## src/rtl/pbm_pkg.sv

```systemverilog
// Package: command codes, phase type and command-class helpers shared by
// the processor bus master engine. Assumes a 4-bit command bus.
package pbm_pkg;

    localparam logic [3:0] CMD_IDLE   = 4'd0;
    localparam logic [3:0] CMD_READ   = 4'd8;
    localparam logic [3:0] CMD_WRITE  = 4'd9;
    localparam logic [3:0] CMD_CWS    = 4'd10;
    localparam logic [3:0] CMD_DEMAP  = 4'd11;
    localparam logic [3:0] CMD_IORD   = 4'd12;
    localparam logic [3:0] CMD_IOWR   = 4'd13;
    localparam logic [3:0] CMD_CLRVP  = 4'd14;
    localparam logic [3:0] CMD_BIOWR  = 4'd15;

    localparam int FAULT_BASE = 16;

    typedef enum logic [1:0] {
        PH_ADDR0   = 2'd0,
        PH_ADDR1   = 2'd1,
        PH_DATA    = 2'd2,
        PH_RESOLVE = 2'd3
    } phase_t;

    // Commands that put write data on the bus in phases 2 and 3.
    function automatic logic cmd_stores(input logic [3:0] c);
        return (c == CMD_WRITE) || (c == CMD_IOWR) || (c == CMD_BIOWR);
    endfunction

    // Commands whose returned data is compared with the expected value.
    function automatic logic cmd_returns(input logic [3:0] c);
        return (c == CMD_READ) || (c == CMD_IORD) || (c == CMD_CWS);
    endfunction

    // Commands for which an expected fault must actually occur.
    function automatic logic cmd_demands_fault(input logic [3:0] c);
        return (c == CMD_READ) || (c == CMD_CWS);
    endfunction

endpackage

```

## src/rtl/pbm_sequencer.sv

```systemverilog
// Phase sequencer: accepts a start while idle, steps phases 0..3 and
// either restarts at phase 0 on reject or ends with a one-cycle done.
// Assumes reject is only meaningful in phase 3.
module pbm_sequencer
    import pbm_pkg::*;
(
    input  logic   clk,
    input  logic   rst_n,
    input  logic   start,
    input  logic   bus_reject,
    output logic   active,
    output phase_t phase,
    output logic   launch,
    output logic   resolve,
    output logic   done
);
    logic finish;

    // Decode accept, resolve-phase and completion conditions.
    always_comb begin
        launch  = start && !active;
        resolve = active && (phase == PH_RESOLVE);
        finish  = resolve && !bus_reject;
    end

    // Advance the phase counter and track the busy state.
    always_ff @(posedge clk) begin
        if (!rst_n) begin
            active <= 1'b0;
            phase  <= PH_ADDR0;
            done   <= 1'b0;
        end else begin
            done <= finish;
            if (launch) begin
                active <= 1'b1;
                phase  <= PH_ADDR0;
            end else if (resolve) begin
                phase <= PH_ADDR0;
                if (!bus_reject) active <= 1'b0;
            end else if (active) begin
                phase <= phase_t'(phase + 2'd1);
            end
        end
    end
endmodule

```

## src/rtl/pbm_drive.sv

```systemverilog
// Bus driver: selects the command and multiplexed address/data value for
// the current phase. Purely combinational; assumes registered inputs.
module pbm_drive
    import pbm_pkg::*;
#(
    parameter int DW = 32
) (
    input  logic          active,
    input  phase_t        phase,
    input  logic [3:0]    cmd,
    input  logic [DW-1:0] addr,
    input  logic [DW-1:0] wdata,
    output logic [3:0]    bus_cmd,
    output logic [DW-1:0] bus_dout
);
    logic          zero_addr;
    logic          zero_tail;
    logic [DW-1:0] addr_eff;

    // Choose the per-phase value for the data-out bus.
    always_comb begin
        zero_addr = (cmd == CMD_CLRVP);
        zero_tail = (cmd == CMD_CLRVP) || (cmd == CMD_DEMAP);
        addr_eff  = zero_addr ? '0 : addr;
        bus_cmd   = active ? cmd : CMD_IDLE;
        bus_dout  = '0;
        if (active) begin
            unique case (phase)
                PH_ADDR0, PH_ADDR1: bus_dout = addr_eff;
                PH_DATA:            bus_dout = cmd_stores(cmd) ? wdata : addr_eff;
                PH_RESOLVE:         bus_dout = cmd_stores(cmd) ? wdata
                                             : (zero_tail ? '0 : addr);
                default:            bus_dout = '0;
            endcase
        end
    end
endmodule

```

## src/rtl/pbm_verdict.sv

```systemverilog
// Verdict logic: checks fault codes in every phase 3, compares returned
// data and flags a missing expected fault at completion. Flags clear on
// launch and are sticky within one transaction.
module pbm_verdict
    import pbm_pkg::*;
#(
    parameter int DW  = 32,
    parameter int FCW = 4,
    parameter int FXW = 6
) (
    input  logic           clk,
    input  logic           rst_n,
    input  logic           launch,
    input  logic           resolve,
    input  logic           bus_reject,
    input  logic [3:0]     cmd,
    input  logic [DW-1:0]  expect_data,
    input  logic [FXW-1:0] expect_fault,
    input  logic [DW-1:0]  bus_din,
    input  logic           bus_fault,
    input  logic [FCW-1:0] bus_fault_code,
    output logic           err_data,
    output logic           err_fault,
    output logic           err_nofault
);
    localparam logic [FXW-1:0] BASE = FXW'(FAULT_BASE);

    logic [FXW-1:0] observed;
    logic           fault_seen;

    // Form the observed fault value from the slave's code.
    always_comb observed = BASE + FXW'(bus_fault_code);

    // Update fault history and error flags on resolve phases.
    always_ff @(posedge clk) begin
        if (!rst_n) begin
            fault_seen  <= 1'b0;
            err_data    <= 1'b0;
            err_fault   <= 1'b0;
            err_nofault <= 1'b0;
        end else if (launch) begin
            fault_seen  <= 1'b0;
            err_data    <= 1'b0;
            err_fault   <= 1'b0;
            err_nofault <= 1'b0;
        end else if (resolve) begin
            if (bus_fault) begin
                fault_seen <= 1'b1;
                if (observed != expect_fault) err_fault <= 1'b1;
            end
            if (!bus_reject) begin
                err_data    <= cmd_returns(cmd) && (bus_din != expect_data);
                err_nofault <= cmd_demands_fault(cmd) && (expect_fault != '0)
                               && !(fault_seen || bus_fault);
            end
        end
    end
endmodule

```

## src/rtl/pbus_master_engine.sv

```systemverilog
// Top: processor bus master transaction engine. Captures one request on
// start, runs the four-phase bus sequence through the sequencer, driver
// and verdict units, and holds the static mode and byte-select outputs.
// Assumes the requester waits for done before the next start.
module pbus_master_engine
    import pbm_pkg::*;
#(
    parameter int DW  = 32,
    parameter int BSW = 4,
    parameter int FCW = 4,
    parameter int FXW = 6
) (
    input  logic           clk,
    input  logic           rst_n,
    input  logic           start,
    input  logic [3:0]     req_cmd,
    input  logic [DW-1:0]  req_addr,
    input  logic [DW-1:0]  req_wdata,
    input  logic [DW-1:0]  req_expect,
    input  logic [FXW-1:0] req_fault_exp,
    input  logic           cfg_we,
    input  logic           cfg_user,
    input  logic [BSW-1:0] cfg_bytesel,
    input  logic           bus_reject,
    input  logic           bus_fault,
    input  logic [FCW-1:0] bus_fault_code,
    input  logic [DW-1:0]  bus_din,
    output logic [3:0]     bus_cmd,
    output logic [DW-1:0]  bus_dout,
    output logic           bus_mode,
    output logic [BSW-1:0] bus_bytesel,
    output logic           busy,
    output logic           done,
    output logic           err_data,
    output logic           err_fault,
    output logic           err_nofault
);
    localparam logic [BSW-1:0] FULL_WORD = '1;

    logic           active;
    phase_t         phase;
    logic           launch;
    logic           resolve;
    logic [3:0]     cmd_q;
    logic [DW-1:0]  addr_q;
    logic [DW-1:0]  wdata_q;
    logic [DW-1:0]  expect_q;
    logic [FXW-1:0] fexp_q;

    // Capture the request fields when a start is accepted.
    always_ff @(posedge clk) begin
        if (!rst_n) begin
            cmd_q    <= CMD_IDLE;
            addr_q   <= '0;
            wdata_q  <= '0;
            expect_q <= '0;
            fexp_q   <= '0;
        end else if (launch) begin
            cmd_q    <= req_cmd;
            addr_q   <= req_addr;
            wdata_q  <= req_wdata;
            expect_q <= req_expect;
            fexp_q   <= req_fault_exp;
        end
    end

    // Hold the static mode and byte-select outputs.
    always_ff @(posedge clk) begin
        if (!rst_n) begin
            bus_mode    <= 1'b0;
            bus_bytesel <= FULL_WORD;
        end else if (cfg_we) begin
            bus_mode    <= cfg_user;
            bus_bytesel <= cfg_bytesel;
        end
    end

    pbm_sequencer u_seq (
        .clk        (clk),
        .rst_n      (rst_n),
        .start      (start),
        .bus_reject (bus_reject),
        .active     (active),
        .phase      (phase),
        .launch     (launch),
        .resolve    (resolve),
        .done       (done)
    );

    pbm_drive #(.DW(DW)) u_drive (
        .active   (active),
        .phase    (phase),
        .cmd      (cmd_q),
        .addr     (addr_q),
        .wdata    (wdata_q),
        .bus_cmd  (bus_cmd),
        .bus_dout (bus_dout)
    );

    pbm_verdict #(.DW(DW), .FCW(FCW), .FXW(FXW)) u_verdict (
        .clk            (clk),
        .rst_n          (rst_n),
        .launch         (launch),
        .resolve        (resolve),
        .bus_reject     (bus_reject),
        .cmd            (cmd_q),
        .expect_data    (expect_q),
        .expect_fault   (fexp_q),
        .bus_din        (bus_din),
        .bus_fault      (bus_fault),
        .bus_fault_code (bus_fault_code),
        .err_data       (err_data),
        .err_fault      (err_fault),
        .err_nofault    (err_nofault)
    );

    // Report busy from the sequencer state.
    always_comb busy = active;
endmodule

```

## config.mk

```make
export PLATFORM = sky130hd
export DESIGN_NAME = pbus_master_engine
export DESIGN_NICKNAME = d
export VERILOG_FILES = /design/src/rtl/pbm_pkg.sv /design/src/rtl/pbm_sequencer.sv /design/src/rtl/pbm_drive.sv /design/src/rtl/pbm_verdict.sv /design/src/rtl/pbus_master_engine.sv
export SDC_FILE = /design/constraint.sdc
export NUM_CORES = 1
export LEC_CHECK = 0
export BUFFER_PORTS_ARGS = -buffer_cell sky130_fd_sc_hd__buf_2
export CORE_MARGIN = 2
export CORE_UTILIZATION = 40
export DETAILED_ROUTE_END_ITERATION = 7
export GPL_TIMING_DRIVEN = 0
export PLACE_DENSITY = 0.74
export SYNTH_ARGS = -nofsm -noshare
export SYNTH_HDL_FRONTEND = slang
export SYNTH_SLANG_ARGS = --single-unit
```

## constraint.sdc

```tcl
create_clock -name clk -period 1.4 [get_ports clk]
set_clock_uncertainty 0.05 [all_clocks]
set_input_delay 0.07 -clock clk [delete_from_list [all_inputs] [get_ports clk]]
set_output_delay 0.07 -clock clk [all_outputs]
set_load 0.05 [all_outputs]
```

==> results.toml, run 1 <==
[run_status]
status = "complete, but fails checks"
violations = "setup timing"

[clock_network]
cts_tree = "yes"
cts-buffers-inserted = 17
clock_latency_ns = 0.42
cts_root_buffer = "clkbuf_16"
htree_levels = 4
clk_pin_slew_worst_paths_ns = 0.06
numClockSinks = 119
clock_path_buffers = 2

[power]
ir_drop_mv = 0.810
p_seq_frac = 0.375
p_clk_frac = 0.456
p_total_uw = 9970
internal_power_uw = 7440
p_sw_frac = 0.254
comb_power_share = 0.169
p_per_area_nw_per_um2 = 1010
power_switching_uw = 2530
leakagePower_uw = 0.00404

[synthesis]
syn-num-nets = 841
post_synth_num_cell_types = 29
netlist.area_leader.share = 0.442
synth_mux_area_frac = 0.0130
synth_compound_area_frac = 0.191
syn_area_um2 = 5390
synth_xor_area_frac = 0.0585
synth.avg_cell_area_um2 = 7.85
synth_top_family_by_area = "simple AND/OR/NAND/NOR gates"
synth.area.top_cells = "dfxtp_1 (44%), nand2_1 (18%), a21boi_0 (9.2%), xor2_1 (5.7%), a21boi_1 (5.6%)"
synth.yosys.seq_area_share = 0.442
synth_fa_ha_area_frac = 0.00464
synth-simple-area-share = 0.246
synth_seq_cells = 119
synth.largest_area_cell = "dfxtp_1"
syn_inst = 686
synth_warnings = 0

[sta]
hold_viol = 0
drv_slew = 0
hold_ws_ns = 0.0393
period_share = 1.53
maxSlewHeadroom = 0.680
setup_slack_ns = -0.743
worstMarginPinSlew_ns = 0.480
grt_setup_unrepaired = "true"
fin_crit_ns = 2.14
finalSetupViolCount = 32
max_freq_mhz = 467

[placement]
place.gp.congestion = 0.853
placed_cell_area_um2 = 7170
placedCellCount = 1059
place_hpwl_um = 11900
port_buffers = 197

[grt]
grt_use_met2 = 0.501
grt_busiest_layer = "met2"
use_met1 = 0.332
grt_util_all_layers = 0.290
antenna_found_initial = 0
gr-usage-met3 = 0.0765
grt_start_max_net_pins = 17
gr-total-overflow = 0
grt_pass1_vias = 6522
grt_pass1_wl_um = 32400

[floorplanning]
coreArea_um2 = 13200
top_level_ports = 199
initial_core_util = 0.408
die_w_um = 120
die_y_um = 120
die-area_um2 = 14400
rows = 42

[run]
drv_cap = 0

[route]
vias = 6202
routed_wl_um = 21100
vias_per_cell = 5.08
drcViolationCount = 0
drt_iter0_drc = 391
postRouteAntennaNets = 0
firstDrtPassIters = 5
wl_per_cell_um = 17.3

[worst_setup_path]
reg2reg_from = "expect_q[27]"
cp.arrival_ns = 2.02
critPathKind = "reg2out"
crit_required_ns = 1.28
crit_fanout = 5
start_kind = "flop"
startpoint = "u_seq.phase[0]"
cp-end-kind = "primary output"
r2r_setup_slack_ns = 0.01

[finish]
final_nets = 1188
drive_above_1_share = 0.365
post-route-util = 0.749
fin_cells = 1222
n_antenna_cell = 0
final_area_um2 = 9880
area_growth_pct = 83.3

[hold_path]
hold_path.class = "in2reg"
min_from = "cfg_we"
==> cell type report <==
type,count,area (µm²)
fill,843,3310
buffer,50,452
inverter,1,3.75
clock inverter,8,118
clock buffer,24,502
multi-input combinational,515,3560
sequential,119,2400
timing repair buffer,329,2620
tap,176,220
==> layer usage <==
layer,share of wire,up-vias,wire [µm]
li1,-,2968,-
met1,0.40,2917,8480
met2,0.50,258,10600
met3,0.062,59,1310
met4,0.035,0,729
met5,0,-,0
==> flip-flops by register name, summed over array words and instances, names as in the netlist, 2 cells and up <==
| register | cells |
|---|---|
| bus_bytesel | 4 |
| expect_q | 32 |
| fexp_q | 6 |
| wdata_q | 32 |
| addr_q | 32 |
| cmd_q | 4 |
| u_seq.phase | 2 |
==> synthesized netlist by cell type, drive strengths merged <==
cell / instances
dfxtp: 119
o22ai: 1
nand4b: 2
nor4: 9
o21ai: 3
a21oi: 33
o2111ai: 1
and2: 5
nand3: 35
a31oi: 1
clkbuf: 21
ha: 2
inv: 1
a41oi: 1
nor3: 2
xor2: 35
xnor2: 1
nand2: 252
nor2: 10
mux2i: 7
o2111a: 1
nor2b: 3
nand4: 3
nand2b: 2
a21boi: 106
buf: 30
==> stage by stage <==
stage / setup TNS, ns / worst slack (ns)
detailed placement: -19.39 / -0.455
global placement: -17.95 / -0.461
floorplan: -6.65 / -0.218
finish: -22.03 / -0.743
CTS: -22.21 / -0.737
global route: -23.98 / -0.804
==> worst paths after layout <==
| kind | endpoint | depth (start not counted) |
|---|---|---|
| max | bus_dout[20] | 9 |
| min | bus_bytesel[2] | 3 |
| max reg2reg | u_verdict.err_data | 5 |
| min reg2reg | wdata_q[3] | 2 |
==> power by group through the flow <==
stage / registers (µW) / clock network [µW] / logic, µW
global placement: 3770 / 0 / 1190
finish: 3730 / 4550 / 1690
CTS: 3710 / 4580 / 1590
floorplan: 3780 / 0 / 741
detailed placement: 3780 / 0 / 1200
global route: 3750 / 4720 / 1810
==> cells in the final DEF (no fill, tap or decap), types with 10 or more instances in the layout <==
| cell type | n |
|---|---|
| buf_2 | 166 |
| buf_6 | 45 |
| nand3_4 | 22 |
| a21boi_0 | 64 |
| buf_4 | 12 |
| nand3_2 | 10 |
| dfxtp_1 | 110 |
| dlygate4sd3_1 | 115 |
| nand2_1 | 251 |
| buf_8 | 11 |
| xor2_1 | 34 |
| clkbuf_16 | 21 |
| a21oi_4 | 32 |
| a21boi_1 | 42 |
==> worst max-delay path, stage by stage (launching register included) <==
cell       delay [ns]
dfxtp_4          0.37
inv_2            0.05
ha_4             0.16
o2111ai_4        0.21
buf_6            0.14
buf_12           0.12
buf_12           0.13
nand3_2          0.10
a21oi_4          0.15
buf_6            0.17
==> what timing repair did <==
| item | in CTS | in global routing |
|---|---|---|
| pin swaps | 13 | 19 |
| setup endpoints to repair | 97 | 107 |
| endpoints found under the hold margin | 117 | 0 |
| gates resized for setup | 139 | 88 |
| cloned | 5 | 0 |
| hold buffers | 115 | 0 |
| setup buffers | 10 | 5 |
==> cells by family (layout without fill, tap and decap cells) <==
group | after synthesis | count (layout)
xor+xnor | 36 | 36
simple gates | 323 | 323
fa+ha+maj | 2 | 2
buf+inv | 52 | 412
flops | 119 | 119
mux | 7 | 7
compound gates | 147 | 147
(Power assumes the default switching activity.)
==> run 2: changes to the inputs <==
--- a/config.mk
+++ b/config.mk
@@ -14,3 +14,4 @@
 export SYNTH_ARGS = -nofsm -noshare
 export SYNTH_HDL_FRONTEND = slang
 export SYNTH_SLANG_ARGS = --single-unit
+export TNS_END_PERCENT = 10
==> run 2 against run 1 <==
- the flow still finishes with violations (setup timing)
- flip-flop and latch count stayed put
- combinational power about the same
- wire length shrank 3.2%
- critical path type unchanged
- highest routed layer unchanged
==> results.toml, run 2 (same netlist as run 1, synthesis figures left out) <==
[clock_network]
clk_pin_slew_worst_paths_ns = 0.06
numClockSinks = 119
clock_latency_ns = 0.42
cts-buffers-inserted = 17
cts_root_buffer = "clkbuf_16"
cts_tree = "yes"
clock_path_buffers = 2
htree_levels = 4

[grt]
grt_pass1_vias = 6441
grt_util_all_layers = 0.272
grt_start_max_net_pins = 17
antenna_found_initial = 0
grt_pass1_wl_um = 30600
gr-total-overflow = 0

[sta]
hold_viol = 0
finalSetupViolCount = 49
setup_slack_ns = -0.751
hold_ws_ns = 0.0223
fin_tns_setup_ns = -22.16
fin_crit_ns = 2.15
max_freq_mhz = 465
grt_setup_unrepaired = "true"
drv_slew = 0
maxSlewHeadroom = 0.640
worstMarginPinSlew_ns = 0.540
period_share = 1.54

[route]
vias_per_cell = 5.10
routed_wl_um = 20400
wl_per_cell_um = 16.8
postRouteAntennaNets = 0
firstDrtPassIters = 5
drcViolationCount = 0
drt_iter0_drc = 341
vias = 6222

[floorplanning]
die_w_um = 120
die-area_um2 = 14400
rows = 42
coreArea_um2 = 13200
top_level_ports = 199
initial_core_util = 0.408
die_y_um = 120

[power]
leakagePower_uw = 0.00397
p_total_uw = 10100
ir_drop_mv = 1.20
p_per_area_nw_per_um2 = 1040

[finish]
final_nets = 1185
drive_above_1_share = 0.340
final_common_cell = "nand2_1"
area_growth_pct = 80.4
mostFrequentLayoutCells = "nand2_1 (252), buf_2 (167), dlygate4sd3_1 (115), dfxtp_1 (114), a21boi_0 (66)"
reg_top3 = "addr_q x32, expect_q x32, wdata_q x32"

[placement]
place_hpwl_um = 11800
place.gp.congestion = 0.781
port_buffers = 197
place_ws_ns = -0.436

[worst_setup_path]
cp-end-kind = "primary output"
crit_required_ns = 1.28
start_kind = "flop"
slowest_delay_ns = 0.37
critPathKind = "reg2out"
path_buf_inv = 4
cp_top_family = "buffers and inverters"
path_cells = "inv_2, ha_4, o2111ai_4, buf_8, buf_8, nand3_4, a21oi_4, buf_6"
path_common_cell = "buf_8"
crit_fanout = 5
crit_slowest_cell = "dfxtp_4"
cp.arrival_ns = 2.03

[run]
drv_cap = 0

[run_status]
violations = "setup timing"
status = "complete, but fails checks"

[hold_path]
hold_path.class = "in2reg"
## run 2: final cells by class
type                    instances  area, µm²
flip-flops and latches        119       2390
clock inverters                12        174
repair buffers                326       2590
plain buffers                  50        414
inverters                       1       3.75
fillers                       894       3470
well taps                     176        220
multi-input cells             515       3460
clock buffers                  20        467
diodes                          1       2.50
## run 2: worst min-delay path, cell delays in order
cell      delay [ns]
clkbuf_1        0.18
mux2i_1         0.16
nand2_1         0.06
## run 2: metal layers
| metal | track usage | share of wire | routed length, µm | up-vias |
|---|---|---|---|---|
| li1 | - | - | - | 2961 |
| met1 | 0.310 | 0.41 | 8390 | 2908 |
| met2 | 0.476 | 0.49 | 10100 | 280 |
| met3 | 0.0656 | 0.050 | 1030 | 73 |
| met4 | 0.127 | 0.044 | 909 | 0 |
| met5 | 0 | 0 | 0 | - |
## run 2: through the flow
step,std cells,instance area [µm²],util
2_1_floorplan,686,5970,-
3_3_place_gp,1059,7170,0.544
3_5_place_dp,1059,7170,0.544
4_1_cts,1217,9540,0.723
5_1_grt,1219,9720,0.737
6_report,1220,9720,0.737
## run 2: what timing repair did
| item | CTS | global route |
|---|---|---|
| gates cloned | 5 | 1 |
| gates resized for setup | 122 | 49 |
| pin swaps | 9 | 9 |
| endpoints found under the hold margin | 117 | 0 |
| setup buffers | 7 | 1 |
| hold buffers | 115 | 0 |
| setup endpoints to repair | 96 | 122 |
## run 2: report_power, final
group / leakage [µW] / switching (µW) / internal (µW)
combinational: 0.00269 / 836 / 824
clock: 0.000304 / 1600 / 3110
sequential: 0.000979 / 148 / 3580
total: 0.00397 / 2590 / 7510
## run 2: final timing paths
path | startpoint | endpoint | slack, ns | depth (start not counted)
worst max register to register | u_seq.phase[1] | u_verdict.err_data | -0.08 | 7
worst min register to register | wdata_q[6] | wdata_q[6] | 0.40 | 2
worst min-delay path | cfg_we | bus_bytesel[1] | 0.02 | 3
worst max-delay path | u_seq.phase[0] | bus_dout[20] | -0.75 | 8
